===== config.mk =====
export PLATFORM = sky130hd
export DESIGN_NAME = dma2c_top
export DESIGN_NICKNAME = d
export VERILOG_FILES = /design/src/rtl/dma2c_pkg.sv /design/src/rtl/dma2c_arb.sv /design/src/rtl/dma2c_chan.sv /design/src/rtl/dma2c_top.sv
export SDC_FILE = /design/constraint.sdc
export NUM_CORES = 1
export LEC_CHECK = 0
export ABC_AREA = 1
export ABC_CLOCK_PERIOD_IN_PS = 2400
export BUFFER_PORTS_ARGS = -buffer_cell sky130_fd_sc_hd__buf_4
export CORE_ASPECT_RATIO = 1.75
export CORE_MARGIN = 2
export CORE_UTILIZATION = 29
export DETAILED_ROUTE_END_ITERATION = 8
export PLACE_DENSITY = 0.52
export SYNTH_ARGS = -nofsm -noshare
export SYNTH_HDL_FRONTEND = slang
export SYNTH_HIERARCHICAL = 1
export SYNTH_SLANG_ARGS = --single-unit

===== constraint.sdc =====
create_clock -name clk -period 2.4 [get_ports clk]
set_input_delay 0.12 -clock clk [delete_from_list [all_inputs] [get_ports clk]]
set_output_delay 0.12 -clock clk [all_outputs]
set_load 0.02 [all_outputs]

===== src/rtl/dma2c_pkg.sv =====
package dma2c_pkg;

    typedef enum logic [1:0] {
        ST_IDLE = 2'd0,
        ST_REQ  = 2'd1,
        ST_RD   = 2'd2,
        ST_WR   = 2'd3
    } dma2c_state_e;

    // config field selects
    localparam logic [1:0] FLD_SRC  = 2'd0;
    localparam logic [1:0] FLD_DST  = 2'd1;
    localparam logic [1:0] FLD_CNT  = 2'd2;
    localparam logic [1:0] FLD_CTRL = 2'd3;

    // control field bit positions
    localparam int CTRL_EN_BIT = 0;
    localparam int CTRL_HW_BIT = 1;

endpackage


===== src/rtl/dma2c_arb.sv =====
// Fixed-priority picker: lowest index wins.
module dma2c_arb #(
    parameter int N_CH = 4,
    parameter int CHW  = (N_CH > 1) ? $clog2(N_CH) : 1
) (
    input  logic [N_CH-1:0] req,
    output logic            any,
    output logic [CHW-1:0]  idx
);
    always_comb begin
        any = |req;
        idx = '0;
        for (int i = N_CH - 1; i >= 0; i--) begin
            if (req[i]) idx = CHW'(i);
        end
    end
endmodule


===== src/rtl/dma2c_chan.sv =====
// One channel's configuration and progress state.
module dma2c_chan
    import dma2c_pkg::*;
#(
    parameter int AW = 16,
    parameter int CW = 8
) (
    input  logic          clk,
    input  logic          rst_n,
    input  logic          wr_en,
    input  logic [1:0]    wr_sel,
    input  logic [AW-1:0] wr_data,
    input  logic          step,
    input  logic          fault,
    output logic [AW-1:0] src_o,
    output logic [AW-1:0] dst_o,
    output logic [CW-1:0] cnt_o,
    output logic          en_o,
    output logic          hw_o,
    output logic          tc_o,
    output logic          err_o,
    output logic          irq_o
);
    typedef struct packed {
        logic [AW-1:0] src;
        logic [AW-1:0] dst;
        logic [CW-1:0] cnt;
        logic          en;
        logic          hw;
        logic          tc;
        logic          err;
        logic          irq;
    } chan_t;

    chan_t ch_d, ch_q;
    logic [AW-1:0] inc;

    always_comb begin
        ch_d     = ch_q;
        ch_d.irq = 1'b0;
        inc      = ch_q.hw ? AW'(2) : AW'(1);
        if (wr_en) begin
            unique case (wr_sel)
                FLD_SRC:  ch_d.src = wr_data;
                FLD_DST:  ch_d.dst = wr_data;
                FLD_CNT:  ch_d.cnt = wr_data[CW-1:0];
                default: begin
                    ch_d.en  = wr_data[CTRL_EN_BIT];
                    ch_d.hw  = wr_data[CTRL_HW_BIT];
                    ch_d.tc  = 1'b0;
                    ch_d.err = 1'b0;
                end
            endcase
        end
        if (fault) begin
            ch_d.err = 1'b1;
            ch_d.en  = 1'b0;
        end
        if (step) begin
            ch_d.src = ch_q.src + inc;
            ch_d.dst = ch_q.dst + inc;
            ch_d.cnt = ch_q.cnt - CW'(1);
            if (ch_q.cnt == CW'(1)) begin
                ch_d.tc  = 1'b1;
                ch_d.en  = 1'b0;
                ch_d.irq = 1'b1;
            end
        end
    end

    always_ff @(posedge clk or negedge rst_n) begin
        if (!rst_n) ch_q <= '0;
        else        ch_q <= ch_d;
    end

    assign src_o = ch_q.src;
    assign dst_o = ch_q.dst;
    assign cnt_o = ch_q.cnt;
    assign en_o  = ch_q.en;
    assign hw_o  = ch_q.hw;
    assign tc_o  = ch_q.tc;
    assign err_o = ch_q.err;
    assign irq_o = ch_q.irq;
endmodule


===== src/rtl/dma2c_top.sv =====
module dma2c_top
    import dma2c_pkg::*;
#(
    parameter int N_CH = 4,
    parameter int AW   = 16,
    parameter int CW   = 8,
    parameter int CHW  = (N_CH > 1) ? $clog2(N_CH) : 1
) (
    input  logic            clk,
    input  logic            rst_n,
    input  logic            cfg_we,
    input  logic [CHW-1:0]  cfg_ch,
    input  logic [1:0]      cfg_sel,
    input  logic [AW-1:0]   cfg_wdata,
    input  logic [N_CH-1:0] dreq,
    output logic            bus_req,
    input  logic            bus_gnt,
    output logic            bus_cyc,
    output logic            bus_we,
    output logic            bus_size,
    output logic [AW-1:0]   bus_addr,
    output logic [15:0]     bus_wdata,
    input  logic [15:0]     bus_rdata,
    input  logic            bus_ready,
    output logic [N_CH-1:0] tc_flag,
    output logic [N_CH-1:0] err_flag,
    output logic [N_CH-1:0] irq
);
    localparam int DW = 16;

    typedef struct packed {
        dma2c_state_e   st;
        logic [CHW-1:0] cur;
        logic [DW-1:0]  hold;
    } ctl_t;

    ctl_t c_d, c_q;

    logic [AW-1:0]   ch_src [N_CH];
    logic [AW-1:0]   ch_dst [N_CH];
    logic [CW-1:0]   ch_cnt [N_CH];
    logic [N_CH-1:0] ch_en, ch_hw, eligible, step, fault;
    logic            pick_any, misalign, unit_done;
    logic [CHW-1:0]  pick_idx;

    assign unit_done = (c_q.st == ST_WR) && bus_ready;
    assign misalign  = ch_hw[pick_idx] &&
                       (ch_src[pick_idx][0] || ch_dst[pick_idx][0]);

    for (genvar g = 0; g < N_CH; g++) begin : g_ch
        dma2c_chan #(.AW(AW), .CW(CW)) i_chan (
            .clk    (clk),
            .rst_n  (rst_n),
            .wr_en  (cfg_we && (cfg_ch == CHW'(g))),
            .wr_sel (cfg_sel),
            .wr_data(cfg_wdata),
            .step   (step[g]),
            .fault  (fault[g]),
            .src_o  (ch_src[g]),
            .dst_o  (ch_dst[g]),
            .cnt_o  (ch_cnt[g]),
            .en_o   (ch_en[g]),
            .hw_o   (ch_hw[g]),
            .tc_o   (tc_flag[g]),
            .err_o  (err_flag[g]),
            .irq_o  (irq[g])
        );
        assign eligible[g] = ch_en[g] && dreq[g] && (ch_cnt[g] != '0);
        assign step[g]     = unit_done && (c_q.cur == CHW'(g));
        assign fault[g]    = (c_q.st == ST_IDLE) && pick_any && misalign &&
                             (pick_idx == CHW'(g));
    end

    dma2c_arb #(.N_CH(N_CH), .CHW(CHW)) i_arb (
        .req(eligible),
        .any(pick_any),
        .idx(pick_idx)
    );

    // unit sequencer
    always_comb begin
        c_d = c_q;
        unique case (c_q.st)
            ST_IDLE: begin
                if (pick_any && !misalign) begin
                    c_d.cur = pick_idx;
                    c_d.st  = ST_REQ;
                end
            end
            ST_REQ: begin
                if (bus_gnt) c_d.st = ST_RD;
            end
            ST_RD: begin
                if (bus_ready) begin
                    c_d.hold = ch_hw[c_q.cur] ? bus_rdata : {8'h00, bus_rdata[7:0]};
                    c_d.st   = ST_WR;
                end
            end
            default: begin
                if (bus_ready) c_d.st = ST_IDLE;
            end
        endcase
    end

    always_ff @(posedge clk or negedge rst_n) begin
        if (!rst_n) c_q <= '{st: ST_IDLE, cur: '0, hold: '0};
        else        c_q <= c_d;
    end

    assign bus_req   = (c_q.st != ST_IDLE);
    assign bus_cyc   = (c_q.st == ST_RD) || (c_q.st == ST_WR);
    assign bus_we    = (c_q.st == ST_WR);
    assign bus_size  = ch_hw[c_q.cur];
    assign bus_addr  = (c_q.st == ST_WR) ? ch_dst[c_q.cur] : ch_src[c_q.cur];
    assign bus_wdata = c_q.hold;
endmodule


==> flow_summary.json, run 1 <==
{
  "totalWireLength_um": 58800,
  "fp.coreArea_sq_mm": 0.0496,
  "worst_slack_ns": -0.00873,
  "critical_path.endpoint_type": "flip-flop",
  "reg2reg_slack_ns": -0.009,
  "min_from": "cfg_wdata[1]",
  "die-area_sq_mm": 0.0521,
  "min_path_type": "in2reg",
  "violations": "negative setup slack",
  "slew-limit-headroom": 0.668,
  "dr.pass1.iters": 6,
  "drc": 0,
  "clockBufferDepth": 2,
  "crit_start": "g_ch[2].i_chan/cnt_o[0]$_DFFE_PN0P_",
  "slowest_delay_ns": 0.42,
  "synth_seq_area_share": 0.344,
  "sw_frac_of_total": 0.469,
  "cts_buffers": 17,
  "dpl_cell_area_sq_mm": 0.0161,
  "grt_usage": 0.225,
  "tightest_slew_ns": 0.498,
  "grt_pass1_wl_um": 88100,
  "synth.area.mux_share": 0.00275,
  "drv_slew": 0,
  "path_common_cell": "buf_4",
  "startpoint_type": "flip-flop",
  "power_mw": 18.6,
  "rows": 108,
  "busiest_layer": "met2",
  "synthAdderAreaFrac": 0.0351,
  "fin_skew_ns": 0.0121,
  "vias_per_cell": 5.12,
  "final_area_sq_mm": 0.0174,
  "hold_viol": 0,
  "yosysMostFrequentCell": "nand2_1",
  "clkTransAtPathRegs_ns": 0.08,
  "wire_per_inst_um": 20.2,
  "antenna_found_initial": 0,
  "clkSinkCount": 200,
  "slowest_stage": "dfrtp_1",
  "drv_cap": 0,
  "async_flop_share": 1.00,
  "synth_warnings": 6,
  "status": "finished with violations",
  "netlist_area_sq_mm": 0.0146,
  "overflow": 0,
  "critPathArrivalTime_ns": 2.78,
  "synth-edff-count": 0,
  "max_clock_freq_ghz": 0.415,
  "portBuffers": 92,
  "synth-compound-area-share": 0.155,
  "clk_latency_ns": 0.48,
  "synth_top_area_cell": "dfrtp_1",
  "criticalPathCategory": "reg2reg",
  "place_ws_ns": -0.488,
  "clkPwrFrac": 0.185,
  "die_y_um": 300,
  "reg2reg_from": "g_ch[2].i_chan/cnt_o[0]$_DFFE_PN0P_",
  "seqPwrFrac": 0.363,
  "worstPathRequired_ns": 2.77,
  "p_leak_nw": 7.93,
  "fin_hold_ws_ns": 0.0326,
  "synth_xor_area_frac": 0.00241,
  "gp_congestion": 1.02,
  "syn_inst": 2089,
  "synth_flop_cell": "dfrtp_1",
  "cts_tree": "built",
  "synthTopCellsByCount": "nand2_1 (555), nor2_1 (347), dfrtp_1 (200), inv_1 (194), a21oi_1 (128)",
  "start_util": 0.293,
  "ys_ff_latch": 200,
  "die_width_um": 173,
  "syn_area_per_cell_sq_um": 6.97,
  "grt_max_degree": 67,
  "via_count": 14900,
  "ioPinCount": 93,
  "cts-root-buf": "clkbuf_16",
  "drtIter0Drc": 1172,
  "grt_pass1_vias": 14500,
  "ir_drop_uv": 550,
  "syn_nets": 2170,
  "power.density_mw_per_mm2": 1070,
  "synth.area.top_cells": "dfrtp_1 (34%), nand2_1 (14%), nor2_1 (9.0%)",
  "drtAntennaViolNets": 0,
  "combPwrFrac": 0.452,
  "cts-htree-levels": 4,
  "met3_usage": 0.0278,
  "diodes": 0,
  "finalNetCount": 2314,
  "finalSetupViolCount": 1,
  "p_int_mw": 9.89,
  "syn_to_final_growth_pct": 19.4,
  "cp_max_fo": 4,
  "met2_usage": 0.402,
  "rsz0062_at_grt": "yes",
  "hpwl_um": 46000,
  "drive_gt1_frac": 0.171,
  "met1_usage": 0.239,
  "cp_cell_sequence": "nor4_4 -> a21oi_4 -> inv_2 -> buf_4 -> a21oi_2 -> buf_4 -> nand2_1 -> nor2_1 -> nor2_1 -> nand2_2 -> nand3_4 -> buf_12 -> nor2_4 -> buf_4 -> a21o_1",
  "synthSimpleGateAreaFrac": 0.358,
  "period_share": 1.00,
  "switching_power_mw": 8.72,
  "ys_types": 45,
  "synth_top_family_by_area": "simple AND/OR/NAND/NOR gates",
  "yosysTopAreaCellShare": 0.344,
  "period_needed_ns": 2.41
}
## area by class of cell
type                    count  area [sq um]
fillers                  5314         32200
multi-input cells        1597          8310
flip-flops and latches    200          5010
repair buffers            205          1740
well taps                 660           826
inverters                 212           821
clock buffers              18           439
clock inverters            14           230
## stage by stage
step           utilization  cells   TNS, ns
2_1_floorplan            -   2089         0
3_3_place_gp         0.325   2846     -3.56
3_5_place_dp         0.325   2846     -3.70
4_1_cts              0.346   2898         0
5_1_grt              0.350   2906    -0.641
6_report             0.350   2906  -0.00873
## critical path, delay by kind of cell (launching register included)
family / cells / cell delay (ns)
and+or+nand+nor: 7 / 0.87
DFF: 1 / 0.42
AOI/OAI and AO/OA: 3 / 0.40
buffers and inverters: 5 / 0.60
## flip-flops by register name (all words and copies together) (netlist names)
name               count
bus_wdata             16
g_ch.i_chan/hw_o       4
g_ch.i_chan/src_o     64
g_ch.i_chan/err_o      4
g_ch.i_chan/cnt_o     32
g_ch.i_chan/irq_o      4
g_ch.i_chan/dst_o     64
g_ch.i_chan/tc_o       4
c_q                    4
g_ch.i_chan/en_o       4
## logic make-up (layout without fill, tap and decap cells)
group,Yosys count,after routing
buf+inv,293,449
fa+ha+maj,36,36
simple gates,1181,1182
mux,4,4
compound gates,371,371
flops,200,200
xor+xnor,4,4
## power by group through the flow
stage | Sequential (mW) | Clock [mW] | Combinational (mW)
CTS | 6.71 | 3.51 | 8.05
global route | 6.91 | 3.63 | 9.25
detailed placement | 6.73 | 0 | 7.77
global placement | 6.69 | 0 | 7.66
finish | 6.76 | 3.44 | 8.41
floorplan | 5.89 | 0 | 5.21
## what timing repair did
action	in CTS	in global routing
pin swaps	9	11
buffers inserted	5	5
hold buffers	17	0
endpoints found under the setup margin	26	30
resized for setup	30	25
hold endpoints to repair	131	0
gates cloned	0	3
## per-layer routing
| metal | vias up | routed length [um] |
|---|---|---|
| met2 | 529 | 29500 |
| met3 | 168 | 2650 |
| li1 | 7140 | - |
| met4 | 0 | 5150 |
| met1 | 7034 | 21500 |
| met5 | - | 0 |
## path summary, 6_finish.rpt
kind / end / cells past startpoint
max: g_ch[2].i_chan/err_o$_DFFE_PN0P_ / 15
min: g_ch[0].i_chan/hw_o$_DFFE_PN0P_ / 3
max reg2reg: g_ch[2].i_chan/err_o$_DFFE_PN0P_ / 15
min reg2reg: bus_wdata[14]$_DFFE_PN0P_ / 2
max in group asynchronous: g_ch[2].i_chan/dst_o[1]$_DFFE_PN0P_ / 3
min in group asynchronous: g_ch[1].i_chan/src_o[9]$_DFFE_PN0P_ / 2
## cells in the final DEF, fill, tap and decap left out, drive strengths merged, types with 25 or more instances in the layout
master	instances
nor2	383
nand3	131
o21bai	26
a21oi	136
nand2	602
o21ai	89
nor3	25
dfrtp	200
a22oi	36
ha	28
inv	218
buf	186
nand4	30
Power figures use the tool's default switching activity.
==> inputs of run 2 (changes only) <==
- CORE_UTILIZATION: 29 -> 60
- PLACE_DENSITY: 0.52 -> 0.87
==> run 2 against run 1 <==
The flow now finishes without violations. Register-to-register slack is essentially flat. Combinational power shrank 2%. Worst hold slack got worse by 0.0079 ns. Clock power fell by 14%. Critical endpoint is now c_q[18]$_DFFE_PN0P_. Highest routed layer is now met5.
==> flow_summary.json, run 2 (synthesis gave the netlist of run 1 again) <==
{
  "reg2reg_slack_ns": 0.002,
  "slowest_delay_ns": 0.41,
  "power_mw": 17.8,
  "clockBufferDepth": 2,
  "worstPathRequired_ns": 2.76,
  "hold_depth": 3,
  "path_common_cell": "buf_4",
  "die_y_um": 210,
  "tightest_slew_ns": 0.776,
  "status": "complete, no violations",
  "drive_gt1_frac": 0.163,
  "fp.coreArea_sq_mm": 0.0239,
  "rows": 75,
  "multi_input_area_sq_mm": 0.00828,
  "slowest_stage": "dfrtp_1",
  "antenna_found_initial": 1,
  "syn_to_final_growth_pct": 14.1,
  "min_path_type": "in2reg",
  "clkTransAtPathRegs_ns": 0.07,
  "p_int_mw": 9.46,
  "startpoint_type": "flip-flop",
  "clkSinkCount": 200,
  "die-area_sq_mm": 0.0256,
  "grt_pass1_wl_um": 78600,
  "fill_cells": 2026,
  "final_area_sq_mm": 0.0166,
  "worst_slack_ns": 0.00242,
  "reg2reg_from": "g_ch[2].i_chan/cnt_o[1]$_DFFE_PN0P_",
  "diodes": 0,
  "grt_max_degree": 81,
  "dr.pass1.iters": 6,
  "crit_buf_inv": 6,
  "die_width_um": 122,
  "tns_ns": 0,
  "hold_viol": 0,
  "slew-limit-headroom": 0.482,
  "drv_cap": 0,
  "cp_max_fo": 3,
  "cts_buffers": 17,
  "overflow": 0,
  "finalSetupViolCount": 0,
  "gp_congestion": 1.06,
  "cts-htree-levels": 4,
  "layout_common_cells": "nand2_1 (543), nor2_1 (337), dfrtp_1 (199)",
  "vias_per_cell": 6.09,
  "totalWireLength_um": 52400,
  "worstReg2RegEnd": "c_q[18]$_DFFE_PN0P_",
  "critical_path.endpoint_type": "flip-flop",
  "place_ws_ns": -0.296,
  "final_common_cell": "nand2_1",
  "sw_frac_of_total": 0.469,
  "min_from": "cfg_wdata[1]",
  "drtAntennaViolNets": 0,
  "drc": 0,
  "rsz0062_at_grt": "yes",
  "combPwrFrac": 0.461,
  "switching_power_mw": 8.35,
  "drtIter0Drc": 1556,
  "grt_usage": 0.408,
  "r2r_cells": 17,
  "drv_slew": 0,
  "via_count": 15400,
  "ioPinCount": 93,
  "finalNetCount": 2296,
  "wire_per_inst_um": 20.6,
  "dpl_cell_area_sq_mm": 0.0155,
  "period_needed_ns": 2.40,
  "critPathArrivalTime_ns": 2.76,
  "fin_skew_ns": 0.0126,
  "p_leak_nw": 7.78,
  "fin_hold_ws_ns": 0.0247,
  "seqPwrFrac": 0.372,
  "cts_tree": "built",
  "hpwl_um": 38800,
  "clk_latency_ns": 0.47,
  "portBuffers": 92,
  "criticalPathCategory": "reg2reg",
  "period_share": 0.999,
  "start_util": 0.608,
  "seqCellArea_sq_mm": 0.00501,
  "cts-root-buf": "clkbuf_16",
  "cp_cell_sequence": "nor4_4 -> a21oi_1 -> buf_4 -> inv_4 -> nand2_4 -> a21oi_4 -> buf_6 -> buf_4 -> nand3_1 -> nand3_2 -> buf_4 -> nand2_4 -> buf_4 -> nand3_2 -> nand2_2 -> nand3_2 -> nand2_1",
  "grt_pass1_vias": 14800,
  "cp_top_family": "simple AND/OR/NAND/NOR gates",
  "holdPathEnd": "g_ch[2].i_chan/hw_o$_DFFE_PN0P_",
  "max_clock_freq_ghz": 0.417,
  "ir_drop_uv": 888,
  "power.density_mw_per_mm2": 1070,
  "clkPwrFrac": 0.167
}
## run 2: repair_timing
item                                    in CTS  in global routing
pin swaps                                    3                 13
hold endpoints to repair                    89                  0
hold buffers                                17                  0
cloned                                       0                  1
gates resized for setup                     15                 47
endpoints found under the setup margin      25                 28
buffers inserted                             3                  5
## run 2: per-layer routing
layer	wire, um	track usage
met2	25100	0.677
met5	15	0
met3	4290	0.0717
met4	4930	0.334
met1	18100	0.452
## run 2: area by class of cell
cell class,count,area share
Clock inverter,10,0.00716
Multi-Input combinational cell,1597,0.499
Inverter,212,0.0498
Tap cell,308,0.0232
Sequential cell,200,0.301
Timing Repair Buffer,187,0.0916
Clock buffer,22,0.0280
## run 2: worst max path at each step
stage / startpoint / endpoint / slack [ns] / depth (start not counted)
floorplan: c_q[19]$_DFFE_PN0P_ / g_ch[0].i_chan/dst_o[5]$_DFFE_PN0P_ / 0.29 / 9
finish: g_ch[2].i_chan/cnt_o[1]$_DFFE_PN0P_ / c_q[18]$_DFFE_PN0P_ / 0.002 / 17
global placement: g_ch[2].i_chan/cnt_o[1]$_DFFE_PN0P_ / c_q[17]$_DFFE_PN0P_ / -0.13 / 16
global route: g_ch[3].i_chan/cnt_o[2]$_DFFE_PN0P_ / c_q[19]$_DFFE_PN0P_ / -0.11 / 15
detailed placement: g_ch[2].i_chan/cnt_o[1]$_DFFE_PN0P_ / c_q[17]$_DFFE_PN0P_ / -0.30 / 16
CTS: c_q[16]$_DFFE_PN0P_ / bus_addr[7] / 0.01 / 8
## run 2: worst min-delay path, delay by kind of cell
family | cells | cell delay (ns)
AOI/OAI and AO/OA | 1 | 0.04
and+or+nand+nor | 1 | 0.11
buffers and inverters | 1 | 0.18
## run 2: power by group through the flow
stage               combinational (mW)  clock [mW]  sequential, mW
floorplan                         5.21           0            5.89
global placement                  7.32           0            6.47
detailed placement                7.55           0            6.55
CTS                               7.73        2.98            6.51
global route                      8.97        3.10            6.74
finish                            8.22        2.97            6.63
## run 2: metrics by stage
stage	std cells	util
2_1_floorplan	2089	-
3_3_place_gp	2478	0.649
3_5_place_dp	2478	0.649
4_1_cts	2530	0.684
5_1_grt	2536	0.694
6_report	2536	0.694
==> inputs of run 3 (changes only) <==
- CTS_BUF_LIST: not set -> sky130_fd_sc_hd__clkbuf_8
==> run 3 against run 2 <==
The run now ends with negative setup slack left. Wire length fell by 0.60%. Sequential power barely moved. First-iteration DRC count fell by 4.9%. Via count fell by 0.19%. Sequential share of layout area rose by 0.10 points. Die area did not move. Total power fell by 3.5%. Critical path type is now reg2out.
==> flow_summary.json, run 3 (synthesis gave the netlist of run 1 again) <==
{
  "crit_start": "c_q[16]$_DFFE_PN0P_",
  "status": "finished with violations",
  "cts-htree-levels": 4,
  "clkTransAtPathRegs_ns": 0.11,
  "critPathArrivalTime_ns": 2.29,
  "final_common_cell": "nand2_1",
  "die_width_um": 122,
  "hpwl_um": 38800,
  "finalNetCount": 2307,
  "reg2reg_from": "g_ch[2].i_chan/cnt_o[7]$_DFFE_PN0P_",
  "gp_congestion": 1.06,
  "ir_drop_uv": 704,
  "vias_per_cell": 6.05,
  "ioPinCount": 93,
  "place_ws_ns": -0.296,
  "die_y_um": 210,
  "critical_path.endpoint_type": "output pin",
  "drv_slew": 0,
  "clkSinkCount": 200,
  "clockBufferDepth": 2,
  "antenna_found_initial": 1,
  "period_needed_ns": 2.41,
  "tns_ns": -0.00775,
  "drtAntennaViolNets": 0,
  "p_leak_nw": 7.75,
  "cp_max_fo": 33,
  "worst_slack_ns": -0.00775,
  "fill_cells": 2054,
  "fp.coreArea_sq_mm": 0.0239,
  "cp-endpoint": "bus_addr[12]",
  "rows": 75,
  "drive_gt1_frac": 0.164,
  "power_mw": 17.2,
  "violations": "negative setup slack",
  "layout_common_cells": "nand2_1 (543), nor2_1 (338), dfrtp_1 (199)",
  "worstPathRequired_ns": 2.28,
  "fin_cells": 2547,
  "multi_input_area_sq_mm": 0.00829,
  "max_clock_freq_ghz": 0.415,
  "fin_skew_ns": 0.0177,
  "syn_to_final_growth_pct": 13.8,
  "seqCellArea_sq_mm": 0.00501,
  "tightest_slew_ns": 0.777,
  "criticalPathCategory": "reg2out",
  "min_path_type": "in2reg",
  "rsz0062_at_grt": "yes",
  "worstReg2RegEnd": "c_q[18]$_DFFE_PN0P_",
  "power.density_mw_per_mm2": 1040,
  "drtIter0Drc": 1479,
  "grt_pass1_vias": 14700,
  "diodes": 0,
  "dr.pass1.iters": 6,
  "wire_per_inst_um": 20.4,
  "min_from": "cfg_wdata[12]",
  "drv_cap": 0,
  "startpoint_type": "flip-flop",
  "overflow": 0,
  "grt_usage": 0.409,
  "hold_viol": 0,
  "start_util": 0.608,
  "period_share": 1.00,
  "finalSetupViolCount": 1,
  "slew-limit-headroom": 0.482,
  "cts_tree": "built",
  "clk_latency_ns": 0.54,
  "grt_pass1_wl_um": 78700,
  "placed_cells": 2478,
  "fin_util": 0.692,
  "grt_max_degree": 81,
  "cts-root-buf": "clkbuf_8",
  "totalWireLength_um": 52000,
  "die-area_sq_mm": 0.0256,
  "reg2reg_slack_ns": 0.03,
  "drc": 0,
  "r2r_cells": 18,
  "portBuffers": 92,
  "cts_buffers": 17,
  "via_count": 15400
}
-- run 3: cell count changes in the layout (fill, tap and decap cells not counted), sizes merged --
cell         change
dlygate4sd3      +9
clkbuf           -3
inv              +3
buf              +2
-- run 3: layout make-up --
class,instances,area share
Multi-Input combinational cell,1597,0.501
Sequential cell,200,0.302
Timing Repair Buffer,198,0.0997
Inverter,212,0.0500
Tap cell,308,0.0233
Clock buffer,19,0.0158
Clock inverter,13,0.00786
-- run 3: worst min-delay path by stage --
stage | to | slack (ns) | depth (start not counted)
6_report | g_ch[3].i_chan/src_o[12]$_DFFE_PN0P_ | 0.03 | 3
5_1_grt | g_ch[3].i_chan/src_o[12]$_DFFE_PN0P_ | 0.01 | 3
4_1_cts | g_ch[3].i_chan/src_o[12]$_DFFE_PN0P_ | 0.003 | 3
3_5_place_dp | g_ch[1].i_chan/dst_o[3]$_DFFE_PN0P_ | 0.22 | 1
3_3_place_gp | g_ch[1].i_chan/dst_o[10]$_DFFE_PN0P_ | 0.20 | 1
2_1_floorplan | bus_wdata[0]$_DFFE_PN0P_ | -0.18 | 0
-- run 3: through the flow --
step / hold slack (ns) / instance area (sq um)
floorplan: -0.176 / 14600
global placement: 0.202 / 15500
detailed placement: 0.220 / 15500
CTS: 0.00252 / 16300
global route: 0.0143 / 16600
finish: 0.0278 / 16600
-- run 3: metal layers --
metal / part of all wire / global-route usage / vias up / wire, um
met3: 0.083 / 0.0774 / 254 / 4290
li1: - / - / 7115 / -
met1: 0.35 / 0.453 / 7236 / 18100
met2: 0.48 / 0.678 / 810 / 24800
met5: 0.00027 / 0 / - / 14
met4: 0.093 / 0.325 / 2 / 4850
-- run 3: power breakdown --
| group | switching, mW | leakage [nW] | total, mW | internal [mW] |
|---|---|---|---|---|
| Sequential | 1.98 | 2.52 | 6.62 | 4.64 |
| Clock | 1.29 | 0.202 | 2.26 | 0.970 |
| Combinational | 5.01 | 5.03 | 8.30 | 3.29 |
-- run 3: repair_timing --
item                                    CTS  global route
resized for setup                        12            53
endpoints found under the setup margin   28            28
pin swaps                                 2            14
hold buffers                             26             0
setup buffers                             5             5
gates cloned                              1             0
endpoints found under the hold margin   110             0
-- run 3: worst max-delay path, cell delays in order (launching register included) --
cell and delay [ns]:
dfrtp_2 0.47, buf_4 0.19, nand2_4 0.10, inv_8 0.09, a22oi_1 0.43, a41oi_2 0.24, buf_4 0.21
